$ cat config.mk
export PLATFORM = sky130hd
export DESIGN_NAME = dcw_walker
export DESIGN_NICKNAME = d
export VERILOG_FILES = /design/src/rtl/dcw_pkg.sv /design/src/rtl/dcw_addr_ptr.sv /design/src/rtl/dcw_count.sv /design/src/rtl/dcw_desc_store.sv /design/src/rtl/dcw_seq.sv /design/src/rtl/dcw_walker.sv
export SDC_FILE = /design/constraint.sdc
export NUM_CORES = 1
export LEC_CHECK = 0
export BUFFER_PORTS_ARGS = -buffer_cell sky130_fd_sc_hd__buf_2
export CAP_MARGIN = 20
export CORE_AREA = 2 2 194 196
export CTS_BUF_LIST = sky130_fd_sc_hd__clkbuf_4 sky130_fd_sc_hd__clkbuf_8
export CTS_CLUSTER_DIAMETER = 50
export DETAILED_ROUTE_END_ITERATION = 8
export DIE_AREA = 0 0 196 198
export GPL_ROUTABILITY_DRIVEN = 0
export PLACE_DENSITY_LB_ADDON = 0.2
export SLEW_MARGIN = 40
export SYNTH_ARGS = -nofsm -noshare
export SYNTH_HDL_FRONTEND = slang
export SYNTH_HIERARCHICAL = 1
export SYNTH_SLANG_ARGS = --single-unit
$ cat constraint.sdc
create_clock -name clk -period 3.6 [get_ports clk]
set_input_delay 0.36 -clock clk [delete_from_list [all_inputs] [get_ports clk]]
set_output_delay 0.36 -clock clk [all_outputs]
set_load 0.02 [all_outputs]
$ cat src/rtl/dcw_pkg.sv
package dcw_pkg;
   // link value that closes a descriptor list
   localparam logic [31:0] DCW_END_LINK = 32'hFFFF_F800;

   typedef enum logic [2:0] {
      S_IDLE,
      S_FETCH,
      S_READ,
      S_WRITE,
      S_CLOSE
   } dcw_state_e;

   // word positions inside a descriptor (fetch order)
   localparam logic [2:0] W_CFG  = 3'd0;
   localparam logic [2:0] W_SRC  = 3'd1;
   localparam logic [2:0] W_DST  = 3'd2;
   localparam logic [2:0] W_CNT  = 3'd3;
   localparam logic [2:0] W_PARA = 3'd4;
   localparam logic [2:0] W_LINK = 3'd5;

   // field positions inside one 16-bit half of the config word
   localparam int HALF_W = 16;
   localparam int WC_LO  = 9;
   localparam int AM_LO  = 5;
   localparam logic [1:0] AM_FIXED = 2'd1;

   // register word indices
   localparam logic [3:0] RA_RUN   = 4'd0;
   localparam logic [3:0] RA_PAUSE = 4'd1;
   localparam logic [3:0] RA_START = 4'd2;
   localparam logic [3:0] RA_DESC  = 4'd3;
   localparam logic [3:0] RA_SRC   = 4'd4;
   localparam logic [3:0] RA_DST   = 4'd5;
   localparam logic [3:0] RA_LEFT  = 4'd6;
   localparam logic [3:0] RA_CFG   = 4'd7;
   localparam logic [3:0] RA_PARAM = 4'd8;
endpackage

$ cat src/rtl/dcw_addr_ptr.sv
module dcw_addr_ptr
   import dcw_pkg::*;
#(
   parameter int AW = 32
) (
   input  logic          clk,
   input  logic          rst_n,
   input  logic          ld,
   input  logic [AW-1:0] ld_val,
   input  logic          step,
   input  logic [1:0]    wcode,
   input  logic [1:0]    amode,
   output logic [AW-1:0] ptr
);
   logic [AW-1:0] inc;
   assign inc = AW'(1) << wcode;

   always_ff @(posedge clk or negedge rst_n) begin
      if (!rst_n)                        ptr <= '0;
      else if (ld)                       ptr <= ld_val;
      else if (step && amode != AM_FIXED) ptr <= ptr + inc;
   end

   // a fixed side never moves on a beat
   a_r4_fixed_side_holds: assert property (@(posedge clk) disable iff (!rst_n)
      (step && !ld && amode == AM_FIXED) |=> (ptr == $past(ptr)));
endmodule

$ cat src/rtl/dcw_count.sv
module dcw_count #(
   parameter int CW = 24
) (
   input  logic          clk,
   input  logic          rst_n,
   input  logic          ld,
   input  logic [CW-1:0] ld_val,
   input  logic          dec,
   input  logic [1:0]    wcode,
   output logic [CW-1:0] left,
   output logic          is_zero,
   output logic          last_beat
);
   logic [CW-1:0] beat;
   assign beat      = CW'(1) << wcode;
   assign is_zero   = (left == '0);
   assign last_beat = (left <= beat);

   always_ff @(posedge clk or negedge rst_n) begin
      if (!rst_n)      left <= '0;
      else if (ld)     left <= ld_val;
      else if (dec)    left <= (left > beat) ? left - beat : '0;
   end

   // between loads the count only goes down
   a_r3_left_never_rises: assert property (@(posedge clk) disable iff (!rst_n)
      !ld |=> (left <= $past(left)));
endmodule

$ cat src/rtl/dcw_desc_store.sv
module dcw_desc_store
   import dcw_pkg::*;
(
   input  logic        clk,
   input  logic        rst_n,
   input  logic        cap,
   input  logic [2:0]  idx,
   input  logic [31:0] word,
   output logic [31:0] cfg,
   output logic [31:0] para,
   output logic [31:0] link
);
   always_ff @(posedge clk or negedge rst_n) begin
      if (!rst_n) begin
         cfg  <= '0;
         para <= '0;
         link <= '0;
      end else if (cap) begin
         case (idx)
            W_CFG:   cfg  <= word;
            W_PARA:  para <= word;
            W_LINK:  link <= word;
            default: ;
         endcase
      end
   end
endmodule

$ cat src/rtl/dcw_seq.sv
module dcw_seq
   import dcw_pkg::*;
#(
   parameter int AW = 32
) (
   input  logic          clk,
   input  logic          rst_n,
   input  logic          go,
   input  logic          halt,
   input  logic          hold,
   input  logic          mem_ack,
   input  logic          cnt_zero,
   input  logic          cnt_last,
   input  logic [31:0]   link,
   input  logic [AW-1:0] start_addr,
   output dcw_state_e    state,
   output logic [2:0]    fidx,
   output logic [AW-1:0] desc_addr,
   output logic          access,
   output logic          cap,
   output logic          rd_take,
   output logic          wr_done,
   output logic          pkg_evt,
   output logic          queue_evt
);
   logic fire;
   logic at_end;

   assign access    = (state == S_FETCH) || (state == S_READ) || (state == S_WRITE);
   assign fire      = access && !hold && mem_ack;
   assign cap       = (state == S_FETCH) && fire;
   assign rd_take   = (state == S_READ)  && fire;
   assign wr_done   = (state == S_WRITE) && fire;
   assign at_end    = (link == DCW_END_LINK);
   assign pkg_evt   = (state == S_CLOSE);
   assign queue_evt = pkg_evt && at_end;

   always_ff @(posedge clk or negedge rst_n) begin
      if (!rst_n) begin
         state     <= S_IDLE;
         fidx      <= '0;
         desc_addr <= '0;
      end else if (halt) begin
         state <= S_IDLE;
         fidx  <= '0;
      end else begin
         case (state)
            S_IDLE: if (go) begin
               state     <= S_FETCH;
               fidx      <= '0;
               desc_addr <= start_addr;
            end
            S_FETCH: if (fire) begin
               if (fidx == W_LINK) begin
                  fidx  <= '0;
                  state <= cnt_zero ? S_CLOSE : S_READ;
               end else begin
                  fidx <= fidx + 3'd1;
               end
            end
            S_READ:  if (fire) state <= S_WRITE;
            S_WRITE: if (fire) state <= cnt_last ? S_CLOSE : S_READ;
            S_CLOSE: begin
               if (at_end) begin
                  state <= S_IDLE;
               end else begin
                  state     <= S_FETCH;
                  fidx      <= '0;
                  desc_addr <= link[AW-1:0];
               end
            end
            default: state <= S_IDLE;
         endcase
      end
   end

   // a start from idle begins at word 0 of the start address
   a_r2_start_at_first_word: assert property (@(posedge clk) disable iff (!rst_n)
      (state == S_IDLE && go && !halt) |=>
      (state == S_FETCH && fidx == 3'd0 && desc_addr == $past(start_addr)));

   // a descriptor close lasts a single cycle
   a_r5_close_single_cycle: assert property (@(posedge clk) disable iff (!rst_n)
      pkg_evt |=> !pkg_evt);
endmodule

$ cat src/rtl/dcw_walker.sv
module dcw_walker
   import dcw_pkg::*;
#(
   parameter int AW = 32,
   parameter int DW = 32,
   parameter int CW = 24
) (
   input  logic          clk,
   input  logic          rst_n,
   input  logic          reg_we,
   input  logic [3:0]    reg_addr,
   input  logic [31:0]   reg_wdata,
   output logic [31:0]   reg_rdata,
   output logic          mem_req,
   output logic          mem_we,
   output logic [AW-1:0] mem_addr,
   output logic [1:0]    mem_size,
   output logic [DW-1:0] mem_wdata,
   input  logic          mem_ack,
   input  logic [DW-1:0] mem_rdata,
   output logic          evt_pkg_end,
   output logic          evt_queue_end
);
   localparam int NSIDE = 2;

   if (DW != 32) begin : g_bad_dw
      $error("dcw_walker: descriptor layout needs DW == 32");
   end
   if (AW < 12 || AW > 32) begin : g_bad_aw
      $error("dcw_walker: AW must lie in 12..32");
   end
   if (CW < 4 || CW > 32) begin : g_bad_cw
      $error("dcw_walker: CW must lie in 4..32");
   end

   logic          run_q, pause_q;
   logic [AW-1:0] start_q;
   logic          run_wr, go, halt;
   dcw_state_e    state;
   logic [2:0]    fidx;
   logic [AW-1:0] desc_addr;
   logic          access, cap, rd_take, wr_done, pkg_evt, queue_evt;
   logic [31:0]   cfg_q, para_q, link_q;
   logic [CW-1:0] left;
   logic          cnt_zero, cnt_last;
   logic [DW-1:0] data_q;
   logic [AW-1:0] ptr_a [NSIDE];

   // register writes
   assign run_wr = reg_we && (reg_addr == RA_RUN);
   assign go     = run_wr && reg_wdata[0];
   assign halt   = run_wr && !reg_wdata[0];

   always_ff @(posedge clk or negedge rst_n) begin
      if (!rst_n) begin
         run_q   <= 1'b0;
         pause_q <= 1'b0;
         start_q <= '0;
      end else begin
         if (run_wr)         run_q <= reg_wdata[0];
         else if (queue_evt) run_q <= 1'b0;
         if (reg_we && reg_addr == RA_PAUSE) pause_q <= reg_wdata[0];
         if (reg_we && reg_addr == RA_START) start_q <= reg_wdata[AW-1:0];
      end
   end

   dcw_seq #(.AW(AW)) u_seq (
      .clk        (clk),
      .rst_n      (rst_n),
      .go         (go),
      .halt       (halt),
      .hold       (pause_q),
      .mem_ack    (mem_ack),
      .cnt_zero   (cnt_zero),
      .cnt_last   (cnt_last),
      .link       (link_q),
      .start_addr (start_q),
      .state      (state),
      .fidx       (fidx),
      .desc_addr  (desc_addr),
      .access     (access),
      .cap        (cap),
      .rd_take    (rd_take),
      .wr_done    (wr_done),
      .pkg_evt    (pkg_evt),
      .queue_evt  (queue_evt)
   );

   dcw_desc_store u_store (
      .clk   (clk),
      .rst_n (rst_n),
      .cap   (cap),
      .idx   (fidx),
      .word  (mem_rdata),
      .cfg   (cfg_q),
      .para  (para_q),
      .link  (link_q)
   );

   // one pointer per side; side 0 = source (low half), side 1 = destination (high half)
   for (genvar g = 0; g < NSIDE; g++) begin : g_side
      dcw_addr_ptr #(.AW(AW)) u_ptr (
         .clk    (clk),
         .rst_n  (rst_n),
         .ld     (cap && fidx == ((g == 0) ? W_SRC : W_DST)),
         .ld_val (mem_rdata[AW-1:0]),
         .step   (wr_done),
         .wcode  (cfg_q[HALF_W*g + WC_LO +: 2]),
         .amode  (cfg_q[HALF_W*g + AM_LO +: 2]),
         .ptr    (ptr_a[g])
      );
   end

   dcw_count #(.CW(CW)) u_count (
      .clk       (clk),
      .rst_n     (rst_n),
      .ld        (cap && fidx == W_CNT),
      .ld_val    (mem_rdata[CW-1:0]),
      .dec       (wr_done),
      .wcode     (cfg_q[WC_LO +: 2]),
      .left      (left),
      .is_zero   (cnt_zero),
      .last_beat (cnt_last)
   );

   always_ff @(posedge clk or negedge rst_n) begin
      if (!rst_n)       data_q <= '0;
      else if (rd_take) data_q <= mem_rdata;
   end

   // memory master
   assign mem_req   = access && !pause_q;
   assign mem_we    = (state == S_WRITE);
   assign mem_wdata = data_q;

   always_comb begin
      mem_addr = '0;
      mem_size = 2'd2;
      case (state)
         S_FETCH: mem_addr = desc_addr + AW'({fidx, 2'b00});
         S_READ: begin
            mem_addr = ptr_a[0];
            mem_size = cfg_q[WC_LO +: 2];
         end
         S_WRITE: begin
            mem_addr = ptr_a[1];
            mem_size = cfg_q[HALF_W + WC_LO +: 2];
         end
         default: ;
      endcase
   end

   assign evt_pkg_end   = pkg_evt;
   assign evt_queue_end = queue_evt;

   // register read-back
   always_comb begin
      case (reg_addr)
         RA_RUN:   reg_rdata = {31'd0, run_q};
         RA_PAUSE: reg_rdata = {31'd0, pause_q};
         RA_START: reg_rdata = 32'(start_q);
         RA_DESC:  reg_rdata = 32'(desc_addr);
         RA_SRC:   reg_rdata = 32'(ptr_a[0]);
         RA_DST:   reg_rdata = 32'(ptr_a[1]);
         RA_LEFT:  reg_rdata = 32'(left);
         RA_CFG:   reg_rdata = cfg_q;
         RA_PARAM: reg_rdata = para_q;
         default:  reg_rdata = '0;
      endcase
   end

   // pause freezes pointers and count
   a_r7_pause_freezes: assert property (@(posedge clk) disable iff (!rst_n)
      pause_q |=> ($stable(ptr_a[0]) && $stable(ptr_a[1]) && $stable(left)));

   // list end clears the run bit unless software writes it in that cycle
   a_r6_end_clears_run: assert property (@(posedge clk) disable iff (!rst_n)
      (evt_queue_end && !run_wr) |=> !run_q);

   // list end coincides with a descriptor end
   a_r6_queue_with_pkg: assert property (@(posedge clk) disable iff (!rst_n)
      evt_queue_end |-> evt_pkg_end);

   // a stop write drops the request on the next cycle
   a_r8_halt_drops_req: assert property (@(posedge clk) disable iff (!rst_n)
      halt |=> !mem_req);

   // descriptor fetches are word aligned (aligned start and links assumed)
   a_r2_fetch_aligned: assert property (@(posedge clk) disable iff (!rst_n)
      (mem_req && state == S_FETCH) |-> (mem_addr[1:0] == 2'b00));
endmodule

==> reports/results.ini <==
[pwr]
power_frac_seq=0.427
power.density_nw_per_um2=736
ir_worst_vdd_mv=0.300
finalPower_mw=14.3
pwr-share-comb=0.339
clkPwrFrac=0.234
p_int_mw=8.54
switching_share=0.401
p_leak_nw=8.22
switchingPower_mw=5.72

[drt]
via_per_inst=6.36
drc=0
wl_um=60100
wl_per_cell_um=26.2
first_iter_violations=1443
drt_pass1_iterations=7
vias=14600
antenna_left=0

[clock_network]
clock_sinks=288
cts_htree_levels=2
numCtsBuffers=52
ctsLongestPathBuffers=3
cts_root_buffer=clkbuf_8
path_clk_slew_ns=0.07
cts_tree=built
clk-insertion-delay-late_ns=0.65

[grt]
busiest_layer=met2
overflow=0
antenna_found_initial=2
grt_pass1_wl_um=89600
track_usage=0.308
grtUsageMet2=0.485
grt_max_degree=69
met1_usage=0.412
met3_usage=0.0675
grt_pass1_vias=14300

[placed_design]
dp.cells=2167
place_ws_ns=0.661
port_buffers=173
post-dp-hpwl_um=42500

[logic_synthesis]
syn_nets=1655
synthArstFlopShare=1.00
synth-edff-count=0
synth_ff_type=dfrtp_1
synth_area_per_cell_um2=10.4
synth.area.top_cells=dfrtp_1, mux2_2, a22oi_1
synth_area_um2=16300
synth_cells=1564
synth-seq-cells=288
seq_area_frac_synth=0.443
yosysTopAreaCellShare=0.443
yosysUniqueCellTypes=79
synth_top_area_cell=dfrtp_1
yosys_warnings=6

[worst_setup_path]
path_max_fanout=11
r2r-start=u_store/cfg[10]
cp-end-kind=output pin
r2r_slack_ns=0.52
crit_start=u_seq/fidx[1]
startpoint_type=flop
path_class=reg -> out
cp.arrival_ns=3.11
crit_required_ns=3.24

[timing]
relSlewSlack=0.460
setup_viol=0
finalHoldViolations=0
fin_tns_setup_ns=0
worstMarginPinSlew_ns=0.811
period_share=0.963
fin_skew_ns=0.0262
fin_worst_hold_slack_ns=0.0390
maxSlewViolCount=0
fin_ws_ns=0.132
max_freq_ghz=0.288
post-route-min-period_ns=3.47

[floorplan]
initial_core_util=0.440
die_w_um=196
pin_count=174
die_y_um=198
core.rowCount=71
core_area_um2=37000
die_area_um2=38800

[cells_and_area]
register_area_um2=7210
layout-drive-gt1-share=0.310
fillCellCount=3420
areaGrowthSynthToFinish_pct=19.1
layout.cells.non_filler=2297
nNetsFinal=1875
diodes=0
multi_input_area_um2=8550

[run_status]
status=finished, final reports clean

[worst_hold_path]
hold_start=mem_rdata[24]
hold_path.class=in -> reg

[flow_run]
max_cap_violations=0

-- routing by layer --
metal | up-vias | share of wire
met5 | - | 0
met4 | 0 | 0.040
met3 | 149 | 0.091
met2 | 786 | 0.46
met1 | 7352 | 0.41
li1 | 6313 | -
-- cells by family after synthesis --
| group | Yosys count | synth area share |
|---|---|---|
| flip-flops | 288 | 0.443 |
| AO/OA/AOI/OAI | 373 | 0.159 |
| adder cells (fa/ha/maj) | 19 | 0.0165 |
| AND/OR/NAND/NOR | 463 | 0.159 |
| buffers and inverters | 137 | 0.0373 |
| multiplexers | 198 | 0.139 |
| XOR/XNOR | 86 | 0.0463 |
-- path summary, 6_finish.rpt --
kind / to / depth (start not counted)
hold / removal: g_side[0].u_ptr/ptr[24] / 3
min in group asynchronous: u_seq/desc_addr[23] / 2
setup reg to reg: u_seq/state[2] / 10
setup / recovery: mem_addr[9] / 9
hold reg to reg: u_store/para[6] / 1
max in group asynchronous: u_store/cfg[8] / 4
-- power by group through the flow --
stage | Sequential (mW) | Combinational [mW] | Clock, mW
floorplan | 5.69 | 3.13 | 0
global placement | 6.01 | 4.64 | 0
detailed placement | 6.06 | 4.74 | 0
CTS | 6.01 | 4.79 | 3.39
global route | 6.23 | 5.21 | 3.53
finish | 6.08 | 4.84 | 3.34
-- cell type report --
cell class / instances / area share
inverter: 32 / 0.00620
sequential: 288 / 0.372
multi-input combinational: 1139 / 0.441
clock inverter: 16 / 0.00749
clock buffer: 77 / 0.0498
tap: 474 / 0.0306
timing repair buffer: 271 / 0.0926
-- flip-flops by register name (all words and copies together) (netlist names) --
name	flops
u_seq/fidx	3
run_q	1
u_store/cfg	32
u_count/left	24
u_store/para	32
g_side.u_ptr/ptr	64
pause_q	1
u_seq/desc_addr	32
u_seq/state	3
mem_wdata	32
u_store/link	32
start_q	32
-- stage by stage --
stage	utilization	cell area (um2)
final	0.524	19400
after global routing	0.524	19400
after CTS	0.523	19300
after detailed placement	0.484	17900
after global placement	0.483	17900
after floorplan	-	16300
-- cell usage after synthesis, drive strengths merged, types with 3 or more instances --
cell type,n
nor2b,13
ha,15
fa,4
xnor2,62
nand4,32
nand4b,6
nand2,136
nor3,30
or4,14
o21a,6
mux2i,8
or3,15
a21o,4
nand3b,3
or4b,3
dfrtp,288
buf,34
clkbuf,71
and4,11
a22oi,82
o21ai,96
xor2,24
nand2b,12
nor2,68
and3,15
a31oi,23
nor4b,6
a211o,7
nand3,47
nor4,32
o211ai,10
nor3b,7
a222oi,38
a2bb2oi,25
and2,8
a21oi,55
mux2,189
o22ai,6
inv,32
o31ai,4
-- worst max-delay path, cell delays in order (launching register included) --
cell and delay (ns):
dfrtp_1 0.39, buf_4 0.19, ha_1 0.32, a211o_1 0.29
o211ai_1 0.08, buf_4 0.30, nor2_1 0.10, xnor2_1 0.12
o21ai_0 0.41, buf_2 0.26
-- placed cells by master, fill, tap and decap left out, types with 25 or more instances in the layout --
cell / synthesis / final
xnor2_1: 62 / 62
clkbuf_8: 0 / 62
a2bb2oi_1: 25 / 25
mux2_2: 173 / 173
o21ai_0: 69 / 68
buf_2: 22 / 172
nor2_1: 68 / 60
inv_1: 32 / 32
a222oi_1: 38 / 38
a22oi_1: 82 / 82
dfrtp_1: 288 / 288
a21oi_1: 55 / 55
nand2_1: 134 / 133
o21ai_1: 27 / 28
buf_4: 1 / 56
nand3_1: 46 / 46
dlygate4sd3_1: 0 / 35
nand4_1: 32 / 32
-- repair_timing --
action                                 in CTS  in global routing
pin swaps                                   0                  1
cloned                                      0                  0
hold buffers                               35                  0
setup endpoints to repair                   2                  2
setup buffers                               0                  2
gates resized for setup                     2                  1
endpoints found under the hold margin     232                  0
No activity file was read; power rests on OpenSTA's default activity.
